`src/rtl/spec_ld_pkg.sv`:
```
package spec_ld_pkg;

    localparam int SLT_ENTRIES = 16;
    localparam int SLT_REG_W   = 7;
    localparam int SLT_ADDR_W  = 32;
    localparam int SLT_SZ_W    = 2;
    localparam int SLT_IDX_W   = $clog2(SLT_ENTRIES);

    typedef struct packed {
        logic                  valid;
        logic [SLT_REG_W-1:0]  rreg;
        logic [SLT_ADDR_W-1:0] addr;
        logic [SLT_SZ_W-1:0]   sz;
    } slt_entry_t;

    typedef struct packed {
        slt_entry_t [SLT_ENTRIES-1:0] ent;
        logic [SLT_IDX_W-1:0]         rr;
        logic                         ok;
        logic                         fail;
    } slt_state_t;

endpackage

```
`src/rtl/spec_ld_overlap.sv`:
```
module spec_ld_overlap #(
    parameter int ADDR_W = 32,
    parameter int SZ_W   = 2
) (
    input  logic [ADDR_W-1:0] a_addr_i,
    input  logic [SZ_W-1:0]   a_sz_i,
    input  logic [ADDR_W-1:0] b_addr_i,
    input  logic [SZ_W-1:0]   b_sz_i,
    output logic              hit_o
);
    // One extra bit so that a range ending past the top address does not wrap.
    localparam int EXT_W = ADDR_W + 1;

    logic [EXT_W-1:0] a_lo, a_hi, b_lo, b_hi;

    always_comb begin
        a_lo  = {1'b0, a_addr_i};
        b_lo  = {1'b0, b_addr_i};
        a_hi  = a_lo + (EXT_W'(1) << a_sz_i);
        b_hi  = b_lo + (EXT_W'(1) << b_sz_i);
        hit_o = (a_lo < b_hi) && (b_lo < a_hi);
    end
endmodule

```
`src/rtl/spec_ld_victim.sv`:
```
module spec_ld_victim #(
    parameter int N     = 16,
    parameter int IDX_W = 4
) (
    input  logic [N-1:0]     same_i,
    input  logic [N-1:0]     free_i,
    input  logic [IDX_W-1:0] rr_i,
    output logic [IDX_W-1:0] idx_o,
    output logic             evict_o
);
    // Priority: same register, then lowest free slot, then rotating pointer.
    always_comb begin
        idx_o = rr_i;
        for (int i = N - 1; i >= 0; i--) begin
            if (free_i[i]) idx_o = IDX_W'(i);
        end
        for (int i = 0; i < N; i++) begin
            if (same_i[i]) idx_o = IDX_W'(i);
        end
        evict_o = ~(|same_i) & ~(|free_i);
    end
endmodule

```
`src/rtl/spec_ld_table.sv`:
```
module spec_ld_table
    import spec_ld_pkg::*;
(
    input  logic                  clk,
    input  logic                  rst_n,
    input  logic                  clr_i,
    input  logic                  ins_vld_i,
    input  logic [SLT_REG_W-1:0]  ins_reg_i,
    input  logic [SLT_ADDR_W-1:0] ins_addr_i,
    input  logic [SLT_SZ_W-1:0]   ins_sz_i,
    input  logic                  st_vld_i,
    input  logic [SLT_ADDR_W-1:0] st_addr_i,
    input  logic [SLT_SZ_W-1:0]   st_sz_i,
    input  logic                  chk_vld_i,
    input  logic [SLT_REG_W-1:0]  chk_reg_i,
    output logic                  chk_ok_o,
    output logic                  chk_fail_o
);
    localparam int N     = SLT_ENTRIES;
    localparam int IDX_W = SLT_IDX_W;

    slt_state_t st_q, st_d;

    logic [N-1:0]     ov;     // store overlaps entry
    logic [N-1:0]     surv;   // entry live after store
    logic [N-1:0]     same;   // surviving entry holds insert register
    logic [N-1:0]     lk;     // check lookup match on current table
    logic [IDX_W-1:0] vic_idx;
    logic             vic_evict;

    for (genvar g = 0; g < N; g++) begin : g_ent
        spec_ld_overlap #(
            .ADDR_W (SLT_ADDR_W),
            .SZ_W   (SLT_SZ_W)
        ) i_ovl (
            .a_addr_i (st_q.ent[g].addr),
            .a_sz_i   (st_q.ent[g].sz),
            .b_addr_i (st_addr_i),
            .b_sz_i   (st_sz_i),
            .hit_o    (ov[g])
        );
        assign surv[g] = st_q.ent[g].valid & ~(st_vld_i & ov[g]);
        assign same[g] = surv[g] & (st_q.ent[g].rreg == ins_reg_i);
        assign lk[g]   = st_q.ent[g].valid & (st_q.ent[g].rreg == chk_reg_i);
    end

    spec_ld_victim #(
        .N     (N),
        .IDX_W (IDX_W)
    ) i_victim (
        .same_i  (same),
        .free_i  (~surv),
        .rr_i    (st_q.rr),
        .idx_o   (vic_idx),
        .evict_o (vic_evict)
    );

    always_comb begin
        st_d      = st_q;
        st_d.ok   = chk_vld_i & (|lk);
        st_d.fail = chk_vld_i & ~(|lk);
        for (int i = 0; i < N; i++) begin
            st_d.ent[i].valid = surv[i];
        end
        if (ins_vld_i) begin
            st_d.ent[vic_idx].valid = 1'b1;
            st_d.ent[vic_idx].rreg  = ins_reg_i;
            st_d.ent[vic_idx].addr  = ins_addr_i;
            st_d.ent[vic_idx].sz    = ins_sz_i;
            if (vic_evict) begin
                st_d.rr = (st_q.rr == IDX_W'(N - 1)) ? '0 : st_q.rr + 1'b1;
            end
        end
        if (clr_i) begin
            for (int i = 0; i < N; i++) begin
                st_d.ent[i].valid = 1'b0;
            end
            st_d.rr = '0;
        end
    end

    always_ff @(posedge clk or negedge rst_n) begin
        if (!rst_n) st_q <= '0;
        else        st_q <= st_d;
    end

    assign chk_ok_o   = st_q.ok;
    assign chk_fail_o = st_q.fail;
endmodule

```
`config.mk`:
```
export PLATFORM = sky130hd
export DESIGN_NAME = spec_ld_table
export DESIGN_NICKNAME = d
export VERILOG_FILES = /design/src/rtl/spec_ld_pkg.sv /design/src/rtl/spec_ld_overlap.sv /design/src/rtl/spec_ld_victim.sv /design/src/rtl/spec_ld_table.sv
export SDC_FILE = /design/constraint.sdc
export NUM_CORES = 2
export LEC_CHECK = 0
export BUFFER_PORTS_ARGS = -buffer_cell sky130_fd_sc_hd__clkbuf_2
export CAP_MARGIN = 40
export CELL_PAD_IN_SITES_DETAIL_PLACEMENT = 1
export CELL_PAD_IN_SITES_GLOBAL_PLACEMENT = 1
export CORE_MARGIN = 2
export CORE_UTILIZATION = 45
export DETAILED_ROUTE_END_ITERATION = 8
export GPL_TIMING_DRIVEN = 0
export PLACE_DENSITY = 0.78
export SLEW_MARGIN = 10
export SYNTH_ARGS = -nofsm -noshare
export SYNTH_HDL_FRONTEND = slang
export SYNTH_SLANG_ARGS = --single-unit
```
`constraint.sdc`:
```
create_clock -name clk -period 12.6 [get_ports clk]
set_clock_uncertainty 0.15 [all_clocks]
set_input_delay 0.63 -clock clk [delete_from_list [all_inputs] [get_ports clk]]
set_output_delay 0.63 -clock clk [all_outputs]
set_load 0.05 [all_outputs]
```
Yosys cells after proc, flatten, opt, wreduce, memory -nomap -nowiden

Index checks and enable logic that the tools add are counted.

Input port bits: 88
Word-level logic and storage cells: 343
Bits in registers: 678
Output and inout bits: 2

Multiplexer cells: 64
Reductions and logical operators: 23
Magnitude comparators: 34
Bitwise gates (word level): 87
$add $sub $neg: 18
Equality and inequality tests: 33
Shifts and indexed selects: 17

Operators with widths:

| kind                                                                                 | number |
|---|---|
| 672-bit bitwise mux                                                                  | 4 |
| 32-bit by 33-bit < comparator with 1-bit output                                      | 32 |
| 676-bit 2-to-1 mux                                                                   | 1 |
| 42-bit demux with 4-bit select                                                       | 4 |
| 32-bit by 33-bit adder with 33-bit output                                            | 17 |
| 1-bit by 2-bit << shifter with 33-bit output (first input constant)                  | 17 |
| 7-bit == test                                                                        | 32 |
| 4-bit 2-to-1 mux                                                                     | 35 |
| 1-bit bitwise AND                                                                    | 67 |
| 16-bit OR reduction                                                                  | 3 |
| 42-bit 2-to-1 mux                                                                    | 1 |
| 41-bit 2-to-1 mux                                                                    | 1 |
| 34-bit 2-to-1 mux                                                                    | 1 |
| 1-bit inverter                                                                       | 19 |
| 1-bit logical AND                                                                    | 17 |
| 1-bit 2-to-1 mux                                                                     | 16 |
| 16-bit inverter                                                                      | 1 |
| 4-bit by 5-bit < comparator with 1-bit output (second input constant)                | 1 |
| 4-bit by 1-bit adder with 4-bit output (second input constant)                       | 1 |
| 4-bit == test (second input constant)                                                | 1 |
| 4-bit by 1-bit greater-or-equal comparator with 1-bit output (second input constant) | 1 |
| 2-bit nonzero test                                                                   | 2 |
| 2-bit 2-to-1 mux                                                                     | 1 |
| 2-bit AND reduction                                                                  | 1 |

Depth between registers and ports, before layout

Depth in word-level cells: 50
Gate-level depth with buffers: 31
Mapped depth without buffers: 28

Hierarchy

From an unflattened synthesis, not the netlist that was laid out.

Cells, all modules: 7615
Area total of the unflattened synthesis: 71548.6 sq um

By module, submodules not included:

| module                                 | area an instance (sq um) | seq. area each (sq um) | cells each | times used |
|---|---|---|---|---|
| spec_ld_table                          | 28130.7                  | 16966.3                | 1909       | 1 |
| spec_ld_overlap at g_ent[13].i_ovl ... | 2713.9                   | 0.0                    | 350        | 8 |
| spec_ld_overlap at g_ent[0].i_ovl ...  | 2646.3                   | 0.0                    | 356        | 4 |
| spec_ld_overlap at g_ent[4].i_ovl      | 2783.9                   | 0.0                    | 369        | 1 |
| spec_ld_overlap at g_ent[7].i_ovl      | 2717.6                   | 0.0                    | 356        | 1 |
| spec_ld_overlap at g_ent[8].i_ovl      | 2668.8                   | 0.0                    | 356        | 1 |
| spec_ld_overlap at g_ent[12].i_ovl     | 2603.7                   | 0.0                    | 339        | 1 |
| spec_ld_victim                         | 347.8                    | 0.0                    | 62         | 1 |

Worst setup path before layout

Ideal clock, no wire load.

Path kind: input to register
Start: input st_sz_i[0]
End: register with a tool-made name
Path slack: 5.399 ns
Arrival: 6.923 ns
Data required time: 12.322 ns
Stages on the path: 28
Library setup time: 0.128 ns
Path through: nor2b_1 -> ha_1 -> a21o_1 -> a21oi_1 -> nor2b_1 -> o21ai_0 -> or3_1 -> nor2_1 -> nand2_1 -> nor2_1 -> nand3_1 -> xor2_1 -> ha_1 -> nand2_1 -> o21ai_0 -> a2111oi_0 -> o211ai_1 -> o21ai_0 -> o22a_1 -> a21oi_1 -> o211a_1 -> or4b_1 -> o22ai_2 -> nor4b_4 -> and2_1 -> buf_4 -> buf_6 -> mux2_1

RTL lines:

| item               | line                | text |
|---|---|---|
| start: declaration | spec_ld_table.sv:13 | `input logic [SLT_SZ_W-1:0] st_sz_i,` |

==> impl_results.md <==
* Tightest Pin Transition at 1.01 ns
* Top post-synthesis cells by area: dfrtp_1, ha_1, mux2_2, xor2_1, xnor2_1
* Sequential area share after synthesis at 27.4%
* DRC at 0
* Number of global-route vias before repair at 57700
* Clock buffers created by TritonCTS at 87
* RSZ-0062 raised after global routing: no
* Max Cap Viol at 0
* Max Freq at 0.101 GHz
* HPWL Detailed at 177 mm
* Commonest cells post-synth: ha_1, dfrtp_1, nand2_1, xor2_1, mux2_2
* Most common cell in the netlist: ha_1
* Max VDD drop at 0.104 mV
* Flop pwr share at 34.7%
* Clk buf depth at 3
* Hold_sp: chk_vld_i
* Combinational cell fraction of total power at 30.7%
* Starting density of the core at 45.2%
* CTS tree: done
* Nets at 7629
* WL final at 226 mm
* Initial antenna violation count at 4
* Core Box Area at 137000 µm²
* Initial drt markers at 3437
* Die H at 375 µm
* Ys Warns at 0
* R2R depth at 31
* LEAKAGE at 0.0321 µW
* Switching power total at 2740 µW
* Int Pwr at 5030 µW
* Area of the mapped netlist at 62000 µm²
* Unique cell type count in the Yosys netlist at 100
* Sw frac at 35.2%
* Clock tree sinks at 678
* Max FO, Critical Path at 18
* Pins over their slew limit at 0
* FF-to-FF setup slack at 3.28 ns
* Clock power share at 34.6%
* Rows at 136
* Total gr overflow at 0
* Syn Nets at 7369
* Largest net degree at the start of global routing at 101
* CP max-delay cell: o22ai_1
* Critical path class: primary input to flop
* Routed vias at 52600
* DR pass1 iterations at 5
* Pwr Density at 112 nW/µm²
* Clock slew at reported path FFs at 0.07 ns
* Root buf cell: clkbuf_16
* Hold Path End: chk_ok_o
* Utilization after layout at 50.6%
* Min cycle time layout at 9.91 ns
* P&R area growth vs syn at 11.9%
* Post-synth EDFFs at 0
* Horiz. Die Dim at 375 µm
* Hold path depth at 2
* I/O Buffers at 74
* Per-cell routed wire length at 27.1 µm
* Synth Flop Type: dfrtp_1
* Antenna-violating nets left at 0
* Synth Register Bits at 678
* Critical path data arrival time at 10.34 ns
* Startpoint Class: primary input
* Outcome: finished clean
* Crit path required time at 13.04 ns
* CP dominant cell by count: nor2_1
* Cells after synthesis at 6203
* Slew headroom at 31.9%
* Post-synth ARST share at 100%
* Final number of setup-violating endpoints at 0
* Layout cells sized above 1 at 15.1%
* Post-CTS setup buffer count at 0
* Top-area cell type share of the netlist area at 27.4%
* Full die area at 141000 µm²
* Post-DP Area at 66200 µm²
* Gr usage total at 31.8%
* Placer Congestion at 0.927
* HP Class: primary input to flop
* Final-report hold violation count at 0
* Largest area contributor in the netlist: dfrtp_1
* H-tree depth at 3
* Post-cts sizing count at 0
* CP bufs+invs at 3
* Final Instance Area at 69300 µm²
* Vias/cell at 6.32
* Largest stage delay, worst path at 0.79 ns
* Hold buffer count at cts at 1
* First-pass GRT wire length at 342 mm
* Worst skew pair latency at 0.73 ns
* Power, Total at 7770 µW
* Final Cycle Share at 78.6%
* IO Count at 90
* Setup crit end kind: flop
* CP top delay family: simple AND/OR/NAND/NOR gates
* Avg Cell Area, Syn at 9.99 µm²
[cell families after synthesis]
family,after synthesis,share of synthesized area [%]
mux,653,12.6
simple gates,1701,14.1
fa+ha+maj,1078,22.0
xor+xnor,734,10.4
flops,678,27.4
buf+inv,249,1.94
compound gates,1110,11.6
[area by class of cell]
cell class	count	area, µm²
Clock inverter	31	414
Clock buffer	127	2590
Multi-Input combinational cell	5276	44200
Sequential cell	678	17000
Fill cell	15100	67600
Timing Repair Buffer	171	1740
Tap cell	1794	2240
Inverter	87	327
Antenna cell	7	17.5
Buffer	162	877
[through the flow]
step           cells  setup TNS (ns)  setup slack, ns  hold WS [ns]
2_1_floorplan   6203               0             5.40         0.184
3_3_place_gp    8071        -4164.93            -6.31         0.363
3_5_place_dp    8162               0             2.25         0.366
4_1_cts         8321               0             2.93       0.00473
5_1_grt         8326               0             2.44        0.0260
6_report        8333               0             2.69        0.0353
[cells in the final DEF (no fill, tap or decap), types with 93 or more instances in the layout]
master / Yosys / routed
nand4_1: 216 / 216
mux2_1: 129 / 129
a21o_1: 124 / 124
clkbuf_1: 82 / 99
xnor2_1: 323 / 310
ha_1: 1061 / 1061
o21ai_0: 238 / 238
dfrtp_1: 678 / 678
nor2_1: 320 / 319
a21oi_1: 334 / 334
nand2_1: 417 / 417
xor2_1: 411 / 394
and3_1: 93 / 93
mux2_4: 117 / 117
nand3_1: 227 / 227
mux2_2: 406 / 406
[layer usage]
layer | global-route usage [%] | vias up | share of wire (%)
li1 | - | 23700 | -
met1 | 37.7 | 26800 | 40
met2 | 53.9 | 1502 | 48
met3 | 4.54 | 614 | 4.8
met4 | 20.6 | 2 | 7.2
met5 | 0 | - | 0.0089
[worst max-delay path by stage]
stage                      start                    endpoint  slack (ns)  cells after the start
floorplan             st_sz_i[0]                        flop        5.40                     28
global placement           rst_n  asynchronous set/reset pin       -6.31                      1
detailed placement  st_addr_i[1]                        flop        2.25                     28
CTS                 st_addr_i[1]                        flop        2.93                     28
global route        st_addr_i[1]                        flop        2.44                     28
finish              st_addr_i[1]                        flop        2.69                     28
[worst register-to-register path, delay by kind of cell, from the launching register on]
kind | cells | cell delay [ns]
flip-flops | 1 | 0.41
buffers and inverters | 4 | 1.37
adder cells (fa/ha/maj) | 2 | 0.59
AND/OR/NAND/NOR | 14 | 3.86
AO/OA/AOI/OAI | 9 | 2.25
XOR/XNOR | 1 | 0.17
multiplexers | 1 | 0.39
[power groups by stage]
stage / registers [µW] / logic (µW) / clock network, µW
finish: 2700 / 2380 / 2690
global route: 2730 / 2630 / 2800
CTS: 2690 / 2370 / 2720
detailed placement: 2720 / 2330 / 0
global placement: 2700 / 2110 / 0
floorplan: 2630 / 1570 / 0
No activity file was read; power rests on OpenSTA's default activity.
